File: config.mk
export PLATFORM = sky130hd
export DESIGN_NAME = mt_capture
export DESIGN_NICKNAME = d
export VERILOG_FILES = /design/src/rtl/mt_pkg.sv /design/src/rtl/mt_timebase.sv /design/src/rtl/mt_edge_counter.sv /design/src/rtl/mt_pos_counter.sv /design/src/rtl/mt_snapshot.sv /design/src/rtl/mt_capture.sv
export SDC_FILE = /design/constraint.sdc
export NUM_CORES = 1
export LEC_CHECK = 0
export ABC_AREA = 1
export ABC_CLOCK_PERIOD_IN_PS = 7550
export CAP_MARGIN = 20
export CORE_MARGIN = 5
export CORE_UTILIZATION = 30
export CTS_BUF_LIST = sky130_fd_sc_hd__clkbuf_16
export DETAILED_ROUTE_END_ITERATION = 8
export PLACE_DENSITY_LB_ADDON = 0.25
export SYNTH_ARGS = -nofsm -noshare
export SYNTH_HDL_FRONTEND = slang
export SYNTH_SLANG_ARGS = --single-unit
File: constraint.sdc
create_clock -name clk -period 7.55 [get_ports clk]
set_clock_uncertainty 0.1 [all_clocks]
set_input_delay 1.51 -clock clk [delete_from_list [all_inputs] [get_ports clk]]
set_output_delay 1.51 -clock clk [all_outputs]
set_load 0.03 [all_outputs]
File: src/rtl/mt_pkg.sv
package mt_pkg;

  localparam int SNAP_NUM = 4;

  typedef enum logic [1:0] {
    SNAP_EDGES     = 2'd0,
    SNAP_EDGE_TIME = 2'd1,
    SNAP_POS       = 2'd2,
    SNAP_SMP_TIME  = 2'd3
  } snap_idx_e;

  typedef struct packed {
    logic clr;
    logic load;
  } pos_cmd_t;

endpackage

File: src/rtl/mt_timebase.sv
module mt_timebase #(
  parameter int W = 32
) (
  input  logic         clk,
  input  logic         rst_n,
  input  logic         cnt_pulse,
  output logic [W-1:0] tb_o,
  output logic [W-1:0] stamp_o,
  output logic [W-1:0] stamp_next_o
);

  logic [W-1:0] tb_q, tb_d;
  logic [W-1:0] stamp_q, stamp_d;
  logic         stamp_en;

  always_comb begin
    tb_d     = tb_q + W'(1);
    stamp_en = cnt_pulse;
    stamp_d  = stamp_en ? tb_q : stamp_q;
  end

  always_ff @(posedge clk or negedge rst_n) begin
    if (!rst_n) begin
      tb_q <= '0;
    end else begin
      tb_q <= tb_d;
    end
  end

  always_ff @(posedge clk or negedge rst_n) begin
    if (!rst_n) begin
      stamp_q <= '0;
    end else if (stamp_en) begin
      stamp_q <= stamp_d;
    end
  end

  assign tb_o         = tb_q;
  assign stamp_o      = stamp_q;
  assign stamp_next_o = stamp_d;

  AST_TB_STEP: assert property (@(posedge clk) disable iff (!rst_n)
    1'b1 |=> tb_q == $past(tb_q) + W'(1));
  AST_STAMP_CAPTURE: assert property (@(posedge clk) disable iff (!rst_n)
    cnt_pulse |=> stamp_q == $past(tb_q));
  AST_STAMP_HOLD: assert property (@(posedge clk) disable iff (!rst_n)
    !cnt_pulse |=> $stable(stamp_q));

endmodule

File: src/rtl/mt_edge_counter.sv
module mt_edge_counter #(
  parameter int W = 32
) (
  input  logic         clk,
  input  logic         rst_n,
  input  logic         cnt_pulse,
  output logic [W-1:0] cnt_o,
  output logic [W-1:0] cnt_next_o
);

  logic [W-1:0] cnt_q, cnt_d;
  logic         cnt_en;

  always_comb begin
    cnt_en = cnt_pulse;
    cnt_d  = cnt_en ? cnt_q + W'(1) : cnt_q;
  end

  always_ff @(posedge clk or negedge rst_n) begin
    if (!rst_n) begin
      cnt_q <= '0;
    end else if (cnt_en) begin
      cnt_q <= cnt_d;
    end
  end

  assign cnt_o      = cnt_q;
  assign cnt_next_o = cnt_d;

  AST_EDGE_STEP: assert property (@(posedge clk) disable iff (!rst_n)
    cnt_pulse |=> cnt_q == $past(cnt_q) + W'(1));
  AST_EDGE_HOLD: assert property (@(posedge clk) disable iff (!rst_n)
    !cnt_pulse |=> $stable(cnt_q));

endmodule

File: src/rtl/mt_pos_counter.sv
module mt_pos_counter
  import mt_pkg::*;
#(
  parameter int W = 32
) (
  input  logic         clk,
  input  logic         rst_n,
  input  logic         cnt_pulse,
  input  logic         cnt_dir,
  input  pos_cmd_t     cmd,
  input  logic [W-1:0] load_val,
  output logic [W-1:0] pos_o,
  output logic [W-1:0] pos_next_o
);

  logic [W-1:0] pos_q, pos_d;
  logic         pos_en;

  always_comb begin
    pos_en = cmd.clr | cmd.load | cnt_pulse;
    if (cmd.clr) begin
      pos_d = '0;
    end else if (cmd.load) begin
      pos_d = load_val;
    end else if (cnt_pulse) begin
      pos_d = cnt_dir ? pos_q + W'(1) : pos_q - W'(1);
    end else begin
      pos_d = pos_q;
    end
  end

  always_ff @(posedge clk or negedge rst_n) begin
    if (!rst_n) begin
      pos_q <= '0;
    end else if (pos_en) begin
      pos_q <= pos_d;
    end
  end

  assign pos_o      = pos_q;
  assign pos_next_o = pos_d;

  AST_POS_CLEAR: assert property (@(posedge clk) disable iff (!rst_n)
    cmd.clr |=> pos_q == '0);
  AST_POS_LOAD: assert property (@(posedge clk) disable iff (!rst_n)
    (cmd.load && !cmd.clr) |=> pos_q == $past(load_val));
  AST_POS_UP: assert property (@(posedge clk) disable iff (!rst_n)
    (cnt_pulse && cnt_dir && !cmd.clr && !cmd.load) |=> pos_q == $past(pos_q) + W'(1));
  AST_POS_DOWN: assert property (@(posedge clk) disable iff (!rst_n)
    (cnt_pulse && !cnt_dir && !cmd.clr && !cmd.load) |=> pos_q == $past(pos_q) - W'(1));
  AST_POS_IDLE: assert property (@(posedge clk) disable iff (!rst_n)
    (!cnt_pulse && !cmd.clr && !cmd.load) |=> $stable(pos_q));

endmodule

File: src/rtl/mt_snapshot.sv
module mt_snapshot #(
  parameter int W = 32,
  parameter int N = 4
) (
  input  logic                clk,
  input  logic                rst_n,
  input  logic                sample,
  input  logic [N-1:0][W-1:0] din,
  output logic [N-1:0][W-1:0] dout
);

  for (genvar i = 0; i < N; i++) begin : g_word
    logic [W-1:0] word_q, word_d;

    always_comb begin
      word_d = sample ? din[i] : word_q;
    end

    always_ff @(posedge clk or negedge rst_n) begin
      if (!rst_n) begin
        word_q <= '0;
      end else if (sample) begin
        word_q <= word_d;
      end
    end

    assign dout[i] = word_q;
  end

  AST_SNAP_HOLD: assert property (@(posedge clk) disable iff (!rst_n)
    !sample |=> $stable(dout));
  AST_SNAP_TAKE: assert property (@(posedge clk) disable iff (!rst_n)
    sample |=> dout == $past(din));

endmodule

File: src/rtl/mt_capture.sv
module mt_capture
  import mt_pkg::*;
#(
  parameter int W = 32
) (
  input  logic         clk,
  input  logic         rst_n,
  input  logic         cnt_pulse,
  input  logic         cnt_dir,
  input  logic         sample,
  input  logic         pos_clr,
  input  logic         pos_load,
  input  logic [W-1:0] load_val,
  output logic [W-1:0] edge_count,
  output logic [W-1:0] last_edge_time,
  output logic [W-1:0] position,
  output logic [W-1:0] smp_time
);

  localparam int SYNC_STAGES = 2;

  logic [SYNC_STAGES-1:0] rst_sync_q;
  logic                   rst_int_n;

  always_ff @(posedge clk or negedge rst_n) begin
    if (!rst_n) begin
      rst_sync_q <= '0;
    end else begin
      rst_sync_q <= {rst_sync_q[SYNC_STAGES-2:0], 1'b1};
    end
  end

  assign rst_int_n = rst_sync_q[SYNC_STAGES-1];

  logic [W-1:0] tb, stamp, stamp_next;
  logic [W-1:0] edges, edges_next;
  logic [W-1:0] pos, pos_next;
  pos_cmd_t     cmd;

  assign cmd.clr  = pos_clr;
  assign cmd.load = pos_load;

  mt_timebase #(.W(W)) u_timebase (
    .clk          (clk),
    .rst_n        (rst_int_n),
    .cnt_pulse    (cnt_pulse),
    .tb_o         (tb),
    .stamp_o      (stamp),
    .stamp_next_o (stamp_next)
  );

  mt_edge_counter #(.W(W)) u_edges (
    .clk        (clk),
    .rst_n      (rst_int_n),
    .cnt_pulse  (cnt_pulse),
    .cnt_o      (edges),
    .cnt_next_o (edges_next)
  );

  mt_pos_counter #(.W(W)) u_pos (
    .clk        (clk),
    .rst_n      (rst_int_n),
    .cnt_pulse  (cnt_pulse),
    .cnt_dir    (cnt_dir),
    .cmd        (cmd),
    .load_val   (load_val),
    .pos_o      (pos),
    .pos_next_o (pos_next)
  );

  logic [SNAP_NUM-1:0][W-1:0] snap_in, snap_out;

  always_comb begin
    snap_in                 = '0;
    snap_in[SNAP_EDGES]     = edges_next;
    snap_in[SNAP_EDGE_TIME] = stamp_next;
    snap_in[SNAP_POS]       = pos_next;
    snap_in[SNAP_SMP_TIME]  = tb;
  end

  mt_snapshot #(.W(W), .N(SNAP_NUM)) u_snap (
    .clk    (clk),
    .rst_n  (rst_int_n),
    .sample (sample),
    .din    (snap_in),
    .dout   (snap_out)
  );

  assign edge_count     = snap_out[SNAP_EDGES];
  assign last_edge_time = snap_out[SNAP_EDGE_TIME];
  assign position       = snap_out[SNAP_POS];
  assign smp_time       = snap_out[SNAP_SMP_TIME];

  AST_SNAP_WITH_EDGE: assert property (@(posedge clk) disable iff (!rst_int_n)
    (sample && cnt_pulse) |=> edge_count == $past(edges) + W'(1));
  AST_STAMP_WITH_EDGE: assert property (@(posedge clk) disable iff (!rst_int_n)
    (sample && cnt_pulse) |=> last_edge_time == $past(tb));
  AST_SNAP_WITH_CLEAR: assert property (@(posedge clk) disable iff (!rst_int_n)
    (sample && pos_clr) |=> position == '0);
  AST_SMP_TIME: assert property (@(posedge clk) disable iff (!rst_int_n)
    sample |=> smp_time == $past(tb));

endmodule

==> run metrics, run 1 <==
share of cells above drive strength 1 5.07%; vias in the first global route 11400; Fin Setup TNS 0 ns; Final period util ~50%; GR Util All Layers 15.8%; xor/xnor cell area share of the yosys netlist 4.35%; # rows 76; max-cap violation count 0; top cell type by total area after synthesis dfrtp_1; Leak roughly 0.0085 uW; clock network power share between 30% and 40%; power per cell area 225 nW/um2; final worst setup slack around 3.8 ns; Residual DRC 0; clock period minus worst slack 3.80 ns; largest net degree at the start of global routing between 150 and 200; initial drt markers about 600; clk root buf clkbuf_16; die height between 200 and 250 um; H-tree depth 1; post-synth cell types 37; Synth Warn # 0; Setup violations, final 0; R2R depth 2; slowest cell on the critical path clkdlybuf4s50_1; Avg Inst Size Synth 7.75 um2; Min Hold Slack 0.205 ns; Comb pwr share a little under a fifth; number of buffers on the longest clock path 3; Synth Register Bits 258; drt total wl 37700 um; critical-path cell list clkdlybuf4s50_1 > inv_1 > buf_4 > ha_1 > nand2_1 > nor2_1 > nand3_1 > nand3_1 > nand3_1 > nand3_1 > nand3_1 > nand2_1 > nand3_1 > nand2_1; Initial Util 30.3%; Mapped Cells 1690; Post-CTS Hold Fix Bufs 0; Post-CTS Resized 0; NumNets Final around 1900; IO Count ~170; fin util around 38%; min-delay worst type reg2async; die footprint ~48000 um2; kind of critical path in2reg; Flop pwr share 42.0%; Critical Path RT 7.98 ns; Worst-path clk slew ~0.060 ns; CP arrival 4.22 ns; unrepaired setup endpoints after global routing no; Sw Share 31.0%; post-route ant nets 0; first-pass iteration count of the detailed router 5; post-synthesis compound-gate area fraction between 6 and 7%; DR vias/cell 4.51; Final Hold Fails 0; via count 11100; Crit Path Max Fanout 31; P&R area growth vs syn 24.9%; crit-path max cell delay 0.50 ns; Synth Area in Simple Gates about 30%; CP startpoint kind primary input; Mapped Area about 13000 um2; outcome complete, no violations; Worst slew margin 31.8%; Clock Latency Late Sink 0.59 ns; Clock Sinks 258; Worst-Margin Slew 1.02 ns; input/output buffers 166; antenna violations before repair 0; core area between 40000 and 50000 um2; GRT overflow 0; Synth Net Count 1762; Post-CTS Setup Bufs 0; peak supply drop 0.000162 V; most used cell, CP nand3_1; synth top area cells dfrtp_1 49%, nand2_1 19%, inv_1 5.2%; Slew Viols, Final 0; Worst Setup End Kind flop; worst slack, placed 3.18 ns; cts bufs inserted 31; routed len/inst 15.3 um; CTS tree done; Antenna diodes 0; sw power ~1100 uW; die width 219 um; post-synthesis mux area share 0%; first-pass GRT wire length 61400 um; area share of the largest cell type after synthesis 49.3%; Post-Synth Adder-Cell Area approximately 3.2%; cell internal pwr 2530 uW; fmax 263 MHz; combinational family with the most area after synthesis simple AND/OR/NAND/NOR gates; Seq/Total Area, Yosys 49.3%; Placer Congestion just under 0.9; Final HPWL DP 26400 um
==> cell usage after synthesis <==
| cell type | n |
|---|---|
| nand2_1 | 646 |
| dfrtp_1 | 258 |
| inv_1 | 180 |
| nor2_1 | 124 |
| nand3_1 | 89 |
| a21oi_1 | 64 |
| o21ai_0 | 54 |
| xor2_1 | 48 |
| clkbuf_1 | 45 |
| ha_1 | 32 |
| nor3_1 | 25 |
| a31oi_1 | 23 |
| xnor2_1 | 17 |
| nand4_1 | 14 |
| inv_2 | 7 |
| buf_1 | 6 |
| nand3b_1 | 6 |
| nor3_2 | 6 |
| and2_1 | 5 |
| nand2_2 | 5 |
| nor2_4 | 5 |
| nand3_2 | 4 |
| nor3_4 | 4 |
| o21ai_1 | 4 |
| nor2_2 | 3 |
| a21o_1 | 2 |
| and3_1 | 2 |
| o21bai_1 | 2 |
| or2_2 | 2 |
| a211oi_1 | 1 |
| clkinv_1 | 1 |
| conb_1 | 1 |
| fa_1 | 1 |
| nand4_2 | 1 |
| nor4_1 | 1 |
| o211ai_1 | 1 |
| or2_1 | 1 |
==> logic make-up (layout without fill, tap and decap cells) <==
group,Yosys count,count (layout)
compound gates,151,151
xor+xnor,65,65
simple gates,943,943
flops,258,258
fa+ha+maj,33,33
other cells,1,1
buf+inv,239,423
==> routing by layer <==
metal	global-route usage (%)	vias to the layer above	wire length, um
met3	3.09	43	1670
met2	26.9	191	18000
met5	0	-	0
li1	-	5616	-
met1	20.9	5241	17200
met4	3.56	0	807
==> flip-flops by register name, summed over array words and instances (netlist names) <==
signal and count:
u_snap.g_word.word_q 128, u_timebase.tb_o 32, u_edges.cnt_o 32, rst_sync_q 2, u_pos.pos_o 32, u_timebase.stamp_o 32
==> placed cells by master, fill, tap and decap left out, types with 2 or more instances in the layout <==
master,count
a21o_1,2
a21oi_1,64
a31oi_1,23
and2_1,5
and3_1,2
buf_4,11
bufinv_16,2
clkbuf_16,31
clkdlybuf4s50_1,164
clkinv_1,8
clkinv_2,8
dfrtp_1,257
ha_1,32
inv_1,187
inv_2,6
nand2_1,646
nand2_2,5
nand3_1,89
nand3_2,4
nand3b_1,6
nand4_1,14
nor2_1,124
nor2_2,3
nor2_4,5
nor3_1,25
nor3_2,6
nor3_4,4
o21ai_0,54
o21ai_1,4
o21bai_1,2
or2_2,2
xnor2_1,17
xor2_1,48
==> per-stage QoR <==
stage / power [uW] / std cells / cell area (um2)
2_1_floorplan: 2010 / 1690 / 13100
3_3_place_gp: 2270 / 2401 / 15400
3_5_place_dp: 2280 / 2401 / 15400
4_1_cts: 3740 / 2459 / 16400
5_1_grt: 3880 / 2459 / 16400
6_report: 3670 / 2459 / 16400
==> power by group through the flow <==
stage / combinational, uW / sequential (uW) / clock [uW]
after detailed placement: 709 / 1570 / 0
after CTS: 712 / 1550 / 1480
final: 698 / 1540 / 1430
after floorplan: 337 / 1670 / 0
after global routing: 783 / 1560 / 1540
after global placement: 707 / 1570 / 0
==> layout make-up <==
cell class	count	area (um2)
Tap cell	585	732
Clock inverter	27	190
Fill cell	4516	26800
Clock buffer	31	776
Multi-Input combinational cell	1193	5740
Sequential cell	258	6460
Timing Repair Buffer	177	1750
Inverter	188	708
==> worst max-delay path: cells and delay by family <==
family | cells | cell delay, ns
adders and majority gates | 1 | 0.44
buffers and inverters | 3 | 0.80
and+or+nand+nor | 10 | 1.44
==> path summary, 6_finish.rpt <==
kind / startpoint / slack [ns] / endpoint
min: rst_sync_q[1] / 0.21 / u_snap.g_word[0].word_q[28]
min in group clk: rst_sync_q[0] / 0.25 / rst_sync_q[1]
max in group asynchronous: rst_sync_q[1] / 5.03 / u_pos.pos_o[14]
max reg2reg: rst_sync_q[1] / 5.03 / u_pos.pos_o[14]
max: cnt_dir / 3.75 / u_snap.g_word[2].word_q[25]
min reg2reg: rst_sync_q[1] / 0.21 / u_snap.g_word[0].word_q[28]
(Power assumes the default switching activity.)
==> inputs of run 2 (changes only) <==
--- a/config.mk
+++ b/config.mk
@@ -6,7 +6,7 @@
 export NUM_CORES = 1
 export LEC_CHECK = 0
 export ABC_AREA = 1
-export ABC_CLOCK_PERIOD_IN_PS = 7550
+export ABC_CLOCK_PERIOD_IN_PS = 3500
 export CAP_MARGIN = 20
 export CORE_MARGIN = 5
 export CORE_UTILIZATION = 30
==> constraint.sdc (replaced) <==
create_clock -name clk -period 3.5 [get_ports clk]
set_clock_uncertainty 0.1 [all_clocks]
set_input_delay 0.7 -clock clk [delete_from_list [all_inputs] [get_ports clk]]
set_output_delay 0.7 -clock clk [all_outputs]
set_load 0.03 [all_outputs]
==> run metrics, run 2 (same netlist as run 1, synthesis figures left out) <==
outcome complete, no violations; first-pass GRT wire length approximately 62000 um; die height 219 um; die width 219 um; Setup violations, final 0; GRT overflow 0; Final Cell Area 16600 um2; via count 11100; fmax between 300 and 400 MHz; slowest cell on the critical path clkdlybuf4s50_1; clk root buf clkbuf_16; Comb pwr share 18.6%; Worst Setup End Kind flop; Total Power roughly 8200 uW; commonest cells after routing, fill and taps aside 646 x nand2_1, 257 x dfrtp_1, 185 x inv_1; Crit Path Max Fanout 31; Slew Viols, Final 0; Top reg by flops u_snap.g_word.word_q; crit-path max cell delay 0.51 ns; Final period util between 80 and 90%; max FFs per register 128; largest net degree at the start of global routing between 70 and 80; sw power 2470 uW; die footprint 47900 um2; Post-CTS Hold Fix Bufs 0; min-delay worst type in2async; Initial Util 30.3%; Placer Congestion 0.869; cts bufs inserted 30; Critical Path RT approximately 4 ns; max-cap violation count 0; peak supply drop around 0.00036 V; DR vias/cell 4.50; kind of critical path in2reg; H-tree depth 1; IO Count 167; most used cell, CP nand2_1; first-pass iteration count of the detailed router 5; flop2flop setup slack 1.12 ns; Layout fillers roughly 4600; Worst-path clk slew roughly 0.060 ns; antenna violations before repair 0; Clock Sinks 258; Antenna diodes 0; routed len/inst 15.4 um; Sw Share between 30% and 40%; Flop pwr share 40.6%; # rows between 70 and 80; drt total wl 38000 um; Leak roughly 0.0086 uW; share of cells above drive strength 1 roughly 6.0%; Final Hold Fails 0; Post-CTS Resized 0; Post-CTS Setup Bufs 0; CP top delay family simple AND/OR/NAND/NOR gates; commonest non-fill, non-tap cell in the layout nand2_1; post-route ant nets 0; CTS tree done; Clock Latency Late Sink 0.57 ns; unrepaired setup endpoints after global routing no; CP arrival ~3.3 ns; initial drt markers 645; number of buffers on the longest clock path 3; Final HPWL DP between 20000 and 30000 um; cell internal pwr 5740 uW; GR Util All Layers 16.0%; Worst Path Buf+Inv 3; Worst-Margin Slew 0.763 ns; power per cell area just under 500 nW/um2; CP startpoint kind primary input; NumNets Final 1934; input/output buffers 166; area post-placement 15600 um2; clock network power share roughly two fifths; P&R area growth vs syn 26.9%; critical-path cell list clkdlybuf4s50_1 > inv_1 > buf_12 > ha_1 > nand2_1 > nor2_1 > nand3_1 > nand3_1 > nand2_1 > nand2_1 > nor2_1 > o21ai_0 > nand3_1 > nand2_1; vias in the first global route 11500; core area 43200 um2; Residual DRC 0; clock period minus worst slack 2.91 ns; Worst slew margin 49.1%
-- run 2: area by class of cell --
class	count	area (um2)	area share, %
Clock buffer	30	751	4.52
Inverter	188	708	4.26
Clock inverter	26	305	1.84
Sequential cell	258	6460	38.9
Tap cell	585	732	4.41
Multi-Input combinational cell	1193	5740	34.5
Timing Repair Buffer	191	1920	11.5
-- run 2: worst reg2reg max path, stage by stage, from the launching register on --
cell	delay, ns
dfrtp_1	0.41
ha_1	0.35
nand2_1	0.12
nor2_1	0.24
nand3_1	0.12
nand3_1	0.20
nand2_1	0.07
nand2_1	0.10
nor2_1	0.05
o21ai_0	0.35
nand3_1	0.13
nand2_1	0.08
-- run 2: final timing paths --
check,start,end,cells after the start
max reg2reg,u_pos.pos_o[7],u_snap.g_word[2].word_q[17],11
max,cnt_dir,u_snap.g_word[2].word_q[17],14
max in group asynchronous,rst_sync_q[1],u_snap.g_word[3].word_q[3],1
min in group clk,rst_sync_q[0],rst_sync_q[1],0
min reg2reg,rst_sync_q[0],rst_sync_q[1],0
min,rst_n,rst_sync_q[1],1
-- run 2: metal layers --
metal | vias up | part of all wire (%) | wire [um] | GRT usage (%)
met2 | 149 | 48 | 18400 | 27.3
met5 | - | 0 | 0 | 0
met1 | 5289 | 46 | 17600 | 21.4
met4 | 0 | 1.9 | 711 | 3.50
met3 | 39 | 3.5 | 1320 | 2.57
li1 | 5643 | - | - | -
-- run 2: stage by stage --
step	std cells	utilization [%]	TNS, ns	worst slack, ns	hold slack [ns]
2_1_floorplan	1690	-	0	0.694	0.231
3_3_place_gp	2415	36.0	-0.00295	-0.00295	0.239
3_5_place_dp	2415	36.0	-0.0295	-0.0264	0.241
4_1_cts	2471	38.5	0	0.590	0.156
5_1_grt	2471	38.5	0	0.401	0.163
6_report	2471	38.5	0	0.593	0.189
-- run 2: power groups by stage --
stage	Clock (uW)	Combinational, uW	Sequential (uW)
2_1_floorplan	0	727	3600
3_3_place_gp	0	1550	3390
3_5_place_dp	0	1550	3390
4_1_cts	3460	1560	3340
5_1_grt	3570	1720	3370
6_report	3350	1530	3340
==> inputs of run 3 (changes only) <==
--- a/config.mk
+++ b/config.mk
@@ -6,7 +6,7 @@
 export NUM_CORES = 1
 export LEC_CHECK = 0
 export ABC_AREA = 1
-export ABC_CLOCK_PERIOD_IN_PS = 3500
+export ABC_CLOCK_PERIOD_IN_PS = 2500
 export CAP_MARGIN = 20
 export CORE_MARGIN = 5
 export CORE_UTILIZATION = 30
==> constraint.sdc (replaced) <==
create_clock -name clk -period 2.5 [get_ports clk]
set_clock_uncertainty 0.1 [all_clocks]
set_input_delay 0.5 -clock clk [delete_from_list [all_inputs] [get_ports clk]]
set_output_delay 0.5 -clock clk [all_outputs]
set_load 0.03 [all_outputs]
==> run metrics, run 3 (same netlist as run 1, synthesis figures left out) <==
area of the multi-input gates 5800 um2; Worst slew margin a little over three fifths; worst slack, placed -0.797 ns; Crit Path Max Fanout 30; area post-placement 16000 um2; Antenna diodes 0; Layout fillers around 4500; commonest non-fill, non-tap cell in the layout nand2_1; unrepaired setup endpoints after global routing no; CTS tree done; Residual DRC 0; Top reg by flops u_snap.g_word.word_q; final cell count without fillers 2529; number of buffers on the longest clock path 3; Final period util between 90% and 100%; NumNets Final 1992; fin util 39.6%; cts bufs inserted 31; Min Hold Slack roughly 0.17 ns; core area 43200 um2; via count 11400; drt total wl 38900 um; Clock Latency Late Sink roughly 0.58 ns; Final Cell Area approximately 17000 um2; GRT overflow 0; input/output buffers 166; die footprint about 48000 um2; crit-path max cell delay roughly 0.37 ns; P&R area growth vs syn 30.5%; origin of the worst min-delay path sample; clk root buf clkbuf_16; peak supply drop around 0.00054 V; Slew Viols, Final 0; Final HPWL DP 28000 um; Worst R2R End u_pos.pos_o[19]; max FFs per register 128; outcome complete, no violations; Worst-Margin Slew approximately 0.56 ns; H-tree depth 1; vias in the first global route around 11000; Setup violations, final 0; placed cell count 2471; critical-path cell list dlygate4sd2_1 > clkinvlp_4 > buf_12 > ha_1 > nand2_1 > nor2_2 > nand3_1 > nand3b_1 > nand2_1 > nand3b_1 > nand3_1 > nand2_1 > nand2_1 > nor2_1; flop2flop setup slack 0.31 ns; Post-CTS Setup Bufs 0; IO Count 167; DR vias/cell 4.49; Worst Setup End Kind flop; WHS Endpoint u_snap.g_word[1].word_q[26]; CP arrival around 2.7 ns; R2R depth 11; clock period minus worst slack 2.35 ns; most used cell, CP nand2_1; hold depth 2; Final Hold Fails 0; die width 219 um; register area 6460 um2; Leak around 0.0089 uW; min-delay worst type in2reg; final worst setup slack 0.152 ns; Placer Congestion about 0.84; power per cell area roughly 670 nW/um2; Initial Util 30.3%; share of cells above drive strength 1 9.36%; post-route ant nets 0; fmax 426 MHz; routed len/inst 15.4 um; Clock Sinks 258; Critical Path RT 2.88 ns; initial drt markers 677; GR Util All Layers 16.0%; RR Startpoint u_pos.pos_o[8]; Worst-path clk slew 0.06 ns; # rows 76; first-pass iteration count of the detailed router 6; commonest cells after routing, fill and taps aside 642 x nand2_1, 257 x dfrtp_1, 183 x inv_1; first-pass GRT wire length 62100 um; slowest cell on the critical path ha_1; largest net degree at the start of global routing 87; max-cap violation count 0; die height 219 um; kind of critical path in2reg; antenna violations before repair 0; CP startpoint kind primary input
## run 3: changes by cell type in the layout (fill, tap and decap cells not counted), sizes merged
cell | previous run | this run
inv | 195 | 193
clkbuf | 30 | 31
clkdlybuf4s50 | 164 | 163
buf | 27 | 83
bufinv | 6 | 3
clkinvlp | 4 | 2
dlygate4sd2 | 0 | 1
dlygate4sd3 | 0 | 1
clkinv | 9 | 16
## run 3: worst max path at each step
stage	depth (start not counted)	slack (ns)	startpoint	end
after floorplan	0	-0.19	rst_sync_q[1]	u_edges.cnt_o[0]
after global routing	17	0.0002	cnt_dir	u_snap.g_word[2].word_q[23]
final	14	0.15	cnt_dir	u_pos.pos_o[19]
after global placement	16	-0.80	cnt_dir	u_snap.g_word[2].word_q[23]
after detailed placement	16	-0.80	cnt_dir	u_snap.g_word[2].word_q[23]
after CTS	1	0.12	u_snap.g_word[2].word_q[10]	position[10]
## run 3: metal layers
layer,GRT usage [%],wire length [um],vias up
met5,0,0,-
met4,3.68,712,0
met3,2.59,1600,45
met1,22.0,18000,5369
met2,26.8,18600,189
li1,-,-,5757
## run 3: timing repair
item                                    CTS  global route
endpoints found under the hold margin     2             0
endpoints found under the setup margin   25             6
hold buffers                              1             0
resized for setup                         9             6
## run 3: per-stage QoR
step / power (uW) / setup TNS, ns
2_1_floorplan: 6060 / -48.43
3_3_place_gp: 7060 / -32.60
3_5_place_dp: 7070 / -34.38
4_1_cts: 11600 / 0
5_1_grt: 12000 / 0
6_report: 11400 / 0
## run 3: area by class of cell
| class | count | share of cell area, % |
|---|---|---|
| Clock buffer | 31 | 4.54 |
| Multi-Input combinational cell | 1193 | 33.9 |
| Timing Repair Buffer | 248 | 14.0 |
| Sequential cell | 258 | 37.8 |
| Clock inverter | 26 | 1.23 |
| Tap cell | 585 | 4.28 |
| Inverter | 188 | 4.17 |
## run 3: power by group
| part | switching (uW) | internal [uW] | leakage [uW] | total (uW) |
|---|---|---|---|---|
| registers | 213 | 4450 | 0.00335 | 4660 |
| logic | 1430 | 900 | 0.00500 | 2330 |
| clock network | 1840 | 2560 | 0.000504 | 4400 |
| total | 3490 | 7910 | 0.00885 | 11400 |
## run 3: worst max-delay path: cells and delay by family
family                   cells  cell delay, ns
adder cells (fa/ha/maj)      1            0.37
buffers and inverters        3            0.58
AND/OR/NAND/NOR             10            1.23
